File: src/rtl/spi_cfg_pkg.sv
// Shared definitions for the SPI configuration port.
// Assumes eight-bit bytes built from a start bit, a flag, an address and a stop bit.
package spi_cfg_pkg;

    // Which byte of a two-byte access is in progress.
    typedef enum logic {
        PH_CMD  = 1'b0,
        PH_DATA = 1'b1
    } phase_e;

    // Bit positions inside the command byte, counted from the LSB.
    localparam int STOP_POS  = 0;
    localparam int ADDR_LSB  = 1;

endpackage

File: src/rtl/spi_cfg_sync.sv
// Multi-stage synchroniser for a bundle of asynchronous inputs.
// Assumes STAGES >= 2 and that each bit is independent (no bus coherency).
module spi_cfg_sync #(
    parameter int             WIDTH   = 4,
    parameter int             STAGES  = 2,
    parameter logic [WIDTH-1:0] RST_VAL = '0
) (
    input  logic             clk,
    input  logic             rst_n,
    input  logic [WIDTH-1:0] d_async,
    output logic [WIDTH-1:0] q_sync
);

    logic [WIDTH-1:0] pipe [STAGES];

    // Shift each input through the flop chain.
    always_ff @(posedge clk) begin
        if (!rst_n) begin
            for (int s = 0; s < STAGES; s++) pipe[s] <= RST_VAL;
        end else begin
            pipe[0] <= d_async;
            for (int s = 1; s < STAGES; s++) pipe[s] <= pipe[s-1];
        end
    end

    assign q_sync = pipe[STAGES-1];

endmodule

File: src/rtl/spi_cfg_framer.sv
// Serial byte engine: samples on rising SCK, shifts out on falling SCK,
// and decodes the command/data byte pair into a write or a read load.
// Assumes synchronised inputs and an SCK at most a quarter of the clock rate.
module spi_cfg_framer
    import spi_cfg_pkg::*;
#(
    parameter int ADDR_W = 5,
    localparam int DATA_W = ADDR_W + 3,
    localparam int CW     = $clog2(DATA_W)
) (
    input  logic              clk,
    input  logic              rst_n,
    input  logic              sck_s,
    input  logic              sdi_s,
    input  logic              cfg_act,
    input  logic [DATA_W-1:0] rd_word,
    output logic [ADDR_W-1:0] rd_addr,
    output logic              sdo_bit,
    output logic              wr_stb,
    output logic [ADDR_W-1:0] wr_addr,
    output logic [DATA_W-1:0] wr_data,
    output logic              cmd_bad
);

    localparam int START_POS = DATA_W - 1;
    localparam int RW_POS    = DATA_W - 2;
    localparam logic [CW-1:0] LAST_BIT = CW'(DATA_W - 1);

    logic              sck_d;
    logic [CW-1:0]     bit_cnt;
    phase_e            phase;
    logic [DATA_W-2:0] rx;
    logic [DATA_W-1:0] tx;
    logic              cmd_ok;
    logic              cmd_rd;
    logic [ADDR_W-1:0] cmd_addr;

    logic              rise;
    logic              fall;
    logic              last;
    logic [DATA_W-1:0] byte_now;
    logic              frame_ok;

    // Edge detection and decode of the byte as it completes.
    always_comb begin
        rise     = sck_s && !sck_d;
        fall     = !sck_s && sck_d;
        last     = rise && (bit_cnt == LAST_BIT);
        byte_now = {rx, sdi_s};
        frame_ok = !byte_now[START_POS] && !byte_now[STOP_POS];
        rd_addr  = byte_now[ADDR_LSB +: ADDR_W];
    end

    // Bit/byte sequencing, command capture, write commit and output shifting.
    always_ff @(posedge clk) begin
        if (!rst_n) begin
            sck_d    <= 1'b0;
            bit_cnt  <= '0;
            phase    <= PH_CMD;
            rx       <= '0;
            tx       <= '0;
            cmd_ok   <= 1'b0;
            cmd_rd   <= 1'b0;
            cmd_addr <= '0;
            wr_stb   <= 1'b0;
            wr_addr  <= '0;
            wr_data  <= '0;
            cmd_bad  <= 1'b0;
        end else begin
            sck_d   <= sck_s;
            wr_stb  <= 1'b0;
            cmd_bad <= 1'b0;
            if (!cfg_act) begin
                bit_cnt <= '0;
                phase   <= PH_CMD;
                rx      <= '0;
                tx      <= '0;
                cmd_ok  <= 1'b0;
            end else if (rise) begin
                rx      <= byte_now[DATA_W-2:0];
                bit_cnt <= last ? '0 : bit_cnt + 1'b1;
                if (last && phase == PH_CMD) begin
                    cmd_ok   <= frame_ok;
                    cmd_rd   <= byte_now[RW_POS];
                    cmd_addr <= rd_addr;
                    cmd_bad  <= !frame_ok;
                    tx       <= (frame_ok && byte_now[RW_POS]) ? rd_word : '0;
                    phase    <= PH_DATA;
                end else if (last) begin
                    if (cmd_ok && !cmd_rd) begin
                        wr_stb  <= 1'b1;
                        wr_addr <= cmd_addr;
                        wr_data <= byte_now;
                    end
                    cmd_ok <= 1'b0;
                    phase  <= PH_CMD;
                end
            end else if (fall && bit_cnt != '0) begin
                tx <= {tx[DATA_W-2:0], 1'b0};
            end
        end
    end

    assign sdo_bit = tx[DATA_W-1];

endmodule

File: src/rtl/spi_cfg_regbank.sv
// Register bank: one write port driven by the commit strobe, one
// combinational read port for the serial read path, and a flat view.
// Assumes a single writer and a zero reset value for every register.
module spi_cfg_regbank #(
    parameter int ADDR_W = 5,
    localparam int DATA_W   = ADDR_W + 3,
    localparam int NUM_REGS = 1 << ADDR_W
) (
    input  logic                       clk,
    input  logic                       rst_n,
    input  logic                       wr_stb,
    input  logic [ADDR_W-1:0]          wr_addr,
    input  logic [DATA_W-1:0]          wr_data,
    input  logic [ADDR_W-1:0]          rd_addr,
    output logic [DATA_W-1:0]          rd_word,
    output logic [NUM_REGS*DATA_W-1:0] reg_flat
);

    logic [DATA_W-1:0] mem [NUM_REGS];

    // Store committed writes; clear everything on reset.
    always_ff @(posedge clk) begin
        if (!rst_n) begin
            for (int i = 0; i < NUM_REGS; i++) mem[i] <= '0;
        end else if (wr_stb) begin
            mem[wr_addr] <= wr_data;
        end
    end

    assign rd_word = mem[rd_addr];

    for (genvar g = 0; g < NUM_REGS; g++) begin : g_flat
        assign reg_flat[g*DATA_W +: DATA_W] = mem[g];
    end

endmodule

File: src/rtl/spi_cfg_port.sv
// Top of the SPI configuration register slave. Synchronises the serial
// pins, resolves select priority, and joins the byte engine to the bank.
// Assumes SCK idles low and runs well below the system clock rate.
module spi_cfg_port #(
    parameter int ADDR_W = 5,
    parameter int SYNC_STAGES = 2,
    localparam int DATA_W   = ADDR_W + 3,
    localparam int NUM_REGS = 1 << ADDR_W
) (
    input  logic                       clk,
    input  logic                       rst_n,
    input  logic                       sck,
    input  logic                       sdi,
    input  logic                       cfg_sel_n,
    input  logic                       dat_sel_n,
    output logic                       sdo,
    output logic                       sdo_oe,
    output logic                       dat_path_sel,
    output logic                       wr_stb,
    output logic [ADDR_W-1:0]          wr_addr,
    output logic [DATA_W-1:0]          wr_data,
    output logic                       cmd_bad,
    output logic [NUM_REGS*DATA_W-1:0] reg_flat
);

    logic [3:0]        pins_s;
    logic              cfg_act;
    logic              sdo_bit;
    logic [ADDR_W-1:0] rd_addr;
    logic [DATA_W-1:0] rd_word;

    spi_cfg_sync #(
        .WIDTH   (4),
        .STAGES  (SYNC_STAGES),
        .RST_VAL (4'b1100)
    ) u_sync (
        .clk     (clk),
        .rst_n   (rst_n),
        .d_async ({dat_sel_n, cfg_sel_n, sdi, sck}),
        .q_sync  (pins_s)
    );

    // Configuration select wins over the data-path select.
    always_comb begin
        cfg_act      = !pins_s[2];
        dat_path_sel = pins_s[2] && !pins_s[3];
        sdo_oe       = cfg_act;
        sdo          = cfg_act && sdo_bit;
    end

    spi_cfg_framer #(.ADDR_W(ADDR_W)) u_framer (
        .clk     (clk),
        .rst_n   (rst_n),
        .sck_s   (pins_s[0]),
        .sdi_s   (pins_s[1]),
        .cfg_act (cfg_act),
        .rd_word (rd_word),
        .rd_addr (rd_addr),
        .sdo_bit (sdo_bit),
        .wr_stb  (wr_stb),
        .wr_addr (wr_addr),
        .wr_data (wr_data),
        .cmd_bad (cmd_bad)
    );

    spi_cfg_regbank #(.ADDR_W(ADDR_W)) u_bank (
        .clk      (clk),
        .rst_n    (rst_n),
        .wr_stb   (wr_stb),
        .wr_addr  (wr_addr),
        .wr_data  (wr_data),
        .rd_addr  (rd_addr),
        .rd_word  (rd_word),
        .reg_flat (reg_flat)
    );

endmodule

File: config.mk
export PLATFORM = sky130hd
export DESIGN_NAME = spi_cfg_port
export DESIGN_NICKNAME = d
export VERILOG_FILES = /design/src/rtl/spi_cfg_pkg.sv /design/src/rtl/spi_cfg_sync.sv /design/src/rtl/spi_cfg_framer.sv /design/src/rtl/spi_cfg_regbank.sv /design/src/rtl/spi_cfg_port.sv
export SDC_FILE = /design/constraint.sdc
export NUM_CORES = 1
export LEC_CHECK = 0
export BUFFER_PORTS_ARGS = -buffer_cell sky130_fd_sc_hd__buf_2
export CAP_MARGIN = 20
export CORE_ASPECT_RATIO = 1.4
export CORE_MARGIN = 1
export CORE_UTILIZATION = 57
export CTS_BUF_LIST = sky130_fd_sc_hd__clkbuf_2 sky130_fd_sc_hd__clkbuf_4 sky130_fd_sc_hd__clkbuf_8
export DETAILED_ROUTE_END_ITERATION = 6
export HOLD_SLACK_MARGIN = 0.08
export PLACE_DENSITY = 0.81
export SLEW_MARGIN = 40
export SYNTH_ARGS = -nofsm -noshare
export SYNTH_HDL_FRONTEND = slang
export SYNTH_SLANG_ARGS = --single-unit
export TNS_END_PERCENT = 10
File: constraint.sdc
create_clock -name clk -period 2.77 [get_ports clk]
set_input_delay 0.554 -clock clk [delete_from_list [all_inputs] [get_ports clk]]
set_output_delay 0.554 -clock clk [all_outputs]
set_load 0.01 [all_outputs]
==> results.md <==
- Area grow syn2layout: 20.4%
- Clk Latency, worst-skew pair: 0.55 ns
- Final WS setup: 0.450 ns
- Wire length of the first global-routing pass: 59.5 mm
- RSZ-0062 raised after global routing: no
- Top_reg_cell synth: edfxtp_1
- Final Hold Viols: 0
- Worst Hold Margin: 0.193 ns
- Worst-path clk slew: 0.07 ns
- Crit end category: flip-flop
- Remaining global-route overflow: 0
- Largest fanout on the critical path: 8
- Most frequent cells in the layout: 279 x buf_2, 264 x and2_1, 256 x edfxtp_1
- Setup_tns: 0 ns
- IO buf count: 279
- CTS tree: done
- CTS sink count: 311
- Final Max Tran Viols: 0
- Slowest cell delay on critical path: 0.60 ns
- Critical Path Source Type: flip-flop
- Clock root buffer master: clkbuf_8
- Post-synth EDFFs: 256
- Worst path slowest cell: or4_4
- Final Skew: 0.0137 ns
- Combinational power share: 0.058
- Post-Syn Nets: 1049
- Post-CTS Resized: 0
- Max cap viols: 0
- Syn_area_per_cell: 13.6 um^2
- Worst setup path class: reg -> reg
- Synthesized cell area: 0.0141 mm^2
- P_int: 7.68 mW
- Via count: 9994
- Avg WL per Cell: 24.0 um
- Vias in the first global route: 9696
- Max_slew headroom: 0.500
- Die area: 0.0254 mm^2
- Fin crit period: 2.32 ns
- Peak VDD IR: 457 uV
- Commonest non-fill, non-tap cell in the layout: buf_2
- Worst-margin pin slew: 0.749 ns
- Die extent in x: 135 um
- Leakage: 6.29 nW
- Post-CTS Setup Bufs: 0
- Post-synthesis sequential area ratio: 0.623
- Crit path top cell by count: ha_1
- Top Ports: 280
- Drt total wl: 40.5 mm
- Sequential Power Share: 0.546
- N_diodes: 0
- Psw: 2.20 mW
- Initial antenna violation count: 0
- Number of buffers added to fix hold violations after cts: 0
- Post-DR vias/cell: 5.92
- Drt drc: 0
- Run status: complete, no violations
- Sw Ratio: 0.223
- Syn Inst Count: 1040
- Num CTS Buffers: 44
- FFs w/ async S/R, synth: 0
- Antenna Violating Nets Remaining: 0
- Clock Power Share: 0.396
- Worst endpoint required time: 3.21 ns
- Total power: 9.88 mW
- Gr usage total: 0.322
- Delay-heaviest family, CP: simple AND/OR/NAND/NOR gates
- Distinct cells, synth: 45
- CP Launch Point: u_framer.bit_cnt[0]
- TritonRoute pass-1 iters: 5
- Initial DRC Count: 1129
- RePlAce Congestion: 0.967
- F_max: 431 MHz
- Power per cell area: 582 mW/mm^2
- Yosys warns: 0
- Largest net degree at the start of global routing: 58
- Finish-stage setup viols: 0
- Worst path bufs/invs: 0
- Flops & latches, synth: 311
- Die height: 188 um
- Final period utilization: 0.837
- Worst Path Arrival: 2.76 ns
- Reg2reg start: u_framer.bit_cnt[0]
- Hold Path Origin: cfg_sel_n
- Nets@finish: 1355
- Min-Delay Path Class: in -> reg
- Cell Chain, Critical Path: ha_1 -> ha_1 -> and4bb_1 -> a21oi_2 -> or4_4 -> o41ai_2
- Bufs on Longest Clock Path: 3
- H-tree Lvls: 2
- Fillers: 1703
- Pre-CTS WS: 0.481 ns
- Share of layout cells above drive strength 1: 0.339
- Starting density of the core: 0.584
- CORE AREA: 0.0241 mm^2
- Detailed placement HPWL: 29.2 mm
- Std-Cell Rows: 67
[synthesized netlist by cell type (all sizes together) (2+ instances only)]
library cell | number | area [um^2]
or4 | 2 | 18.8
and2 | 264 | 1650
clkbuf | 54 | 203
nand3b | 5 | 37.5
a22oi | 28 | 210
a22o | 7 | 61.3
nand2 | 24 | 90.1
a211oi | 7 | 52.6
inv | 10 | 37.5
and4 | 7 | 61.3
nand4b | 2 | 17.5
nor4 | 2 | 18.8
nor3 | 2 | 15.0
ha | 3 | 37.5
a21oi | 26 | 134
o41ai | 8 | 130
or3b | 2 | 17.5
nor2 | 39 | 146
mux2 | 3 | 33.8
nand3 | 2 | 10.0
edfxtp | 256 | 7690
mux2i | 94 | 941
nor2b | 24 | 150
dfxtp | 55 | 1100
o21ai | 40 | 200
or3 | 2 | 12.5
mux4 | 34 | 766
nor3b | 2 | 15.0
nand2b | 7 | 43.8
buf | 21 | 131
[metal layers]
metal	routed length, um	track usage	vias up
met2	20200	0.534	601
met4	1750	0.148	0
met5	0	0	-
li1	-	-	4389
met3	3660	0.0519	101
met1	14900	0.414	4903
[per-stage QoR]
step / cell area [um^2] / utilization / instances
after floorplan: 14100 / - / 1040
after global placement: 16000 / 0.663 / 1610
after detailed placement: 16000 / 0.663 / 1610
after CTS: 17000 / 0.703 / 1689
after global routing: 17000 / 0.703 / 1689
final: 17000 / 0.703 / 1689
[cell families after synthesis]
kind of cell / Yosys count / synth area share
compound gates: 118 / 0.0571
xor+xnor: 1 / 0.000621
simple gates: 391 / 0.167
buf+inv: 85 / 0.0264
fa+ha+maj: 3 / 0.00266
flops: 311 / 0.623
mux: 131 / 0.123
[cell type report]
class	count	area (um^2)	share of cell area
Timing Repair Buffer	335	1840	0.108
Sequential cell	311	8790	0.518
Inverter	10	37.5	0.00221
Clock inverter	18	193	0.0113
Clock buffer	61	777	0.0458
Multi-Input combinational cell	644	4950	0.292
Tap cell	310	388	0.0228
[flip-flops by register name, indices dropped and copies added (netlist names), named ones only]
name,count
u_bank.mem,256
u_framer.bit_cnt,3
u_framer.cmd_addr,5
u_framer.cmd_bad,1
u_framer.cmd_ok,1
u_framer.cmd_rd,1
u_framer.phase,1
u_framer.rx,7
u_framer.sck_d,1
u_framer.tx,8
u_framer.wr_addr,5
u_framer.wr_data,8
u_framer.wr_stb,1
u_sync.pipe,8
[final timing paths]
check                                          to  depth (start not counted)  slack (ns)
worst max-delay path               u_framer.tx[7]                          6        0.45
worst min-delay path            u_sync.pipe[0][2]                          2        0.19
worst max register to register     u_framer.tx[7]                          6        0.45
worst min register to register  u_sync.pipe[0][6]                          1        0.39
[power by group through the flow]
stage / sequential (mW) / combinational [mW] / clock [mW]
finish: 5.40 / 0.575 / 3.91
global route: 5.41 / 0.609 / 4.10
CTS: 5.39 / 0.574 / 3.93
detailed placement: 5.49 / 0.571 / 0
global placement: 5.49 / 0.562 / 0
floorplan: 5.54 / 0.163 / 0
Note: power is estimated with default switching activity, not from simulation.
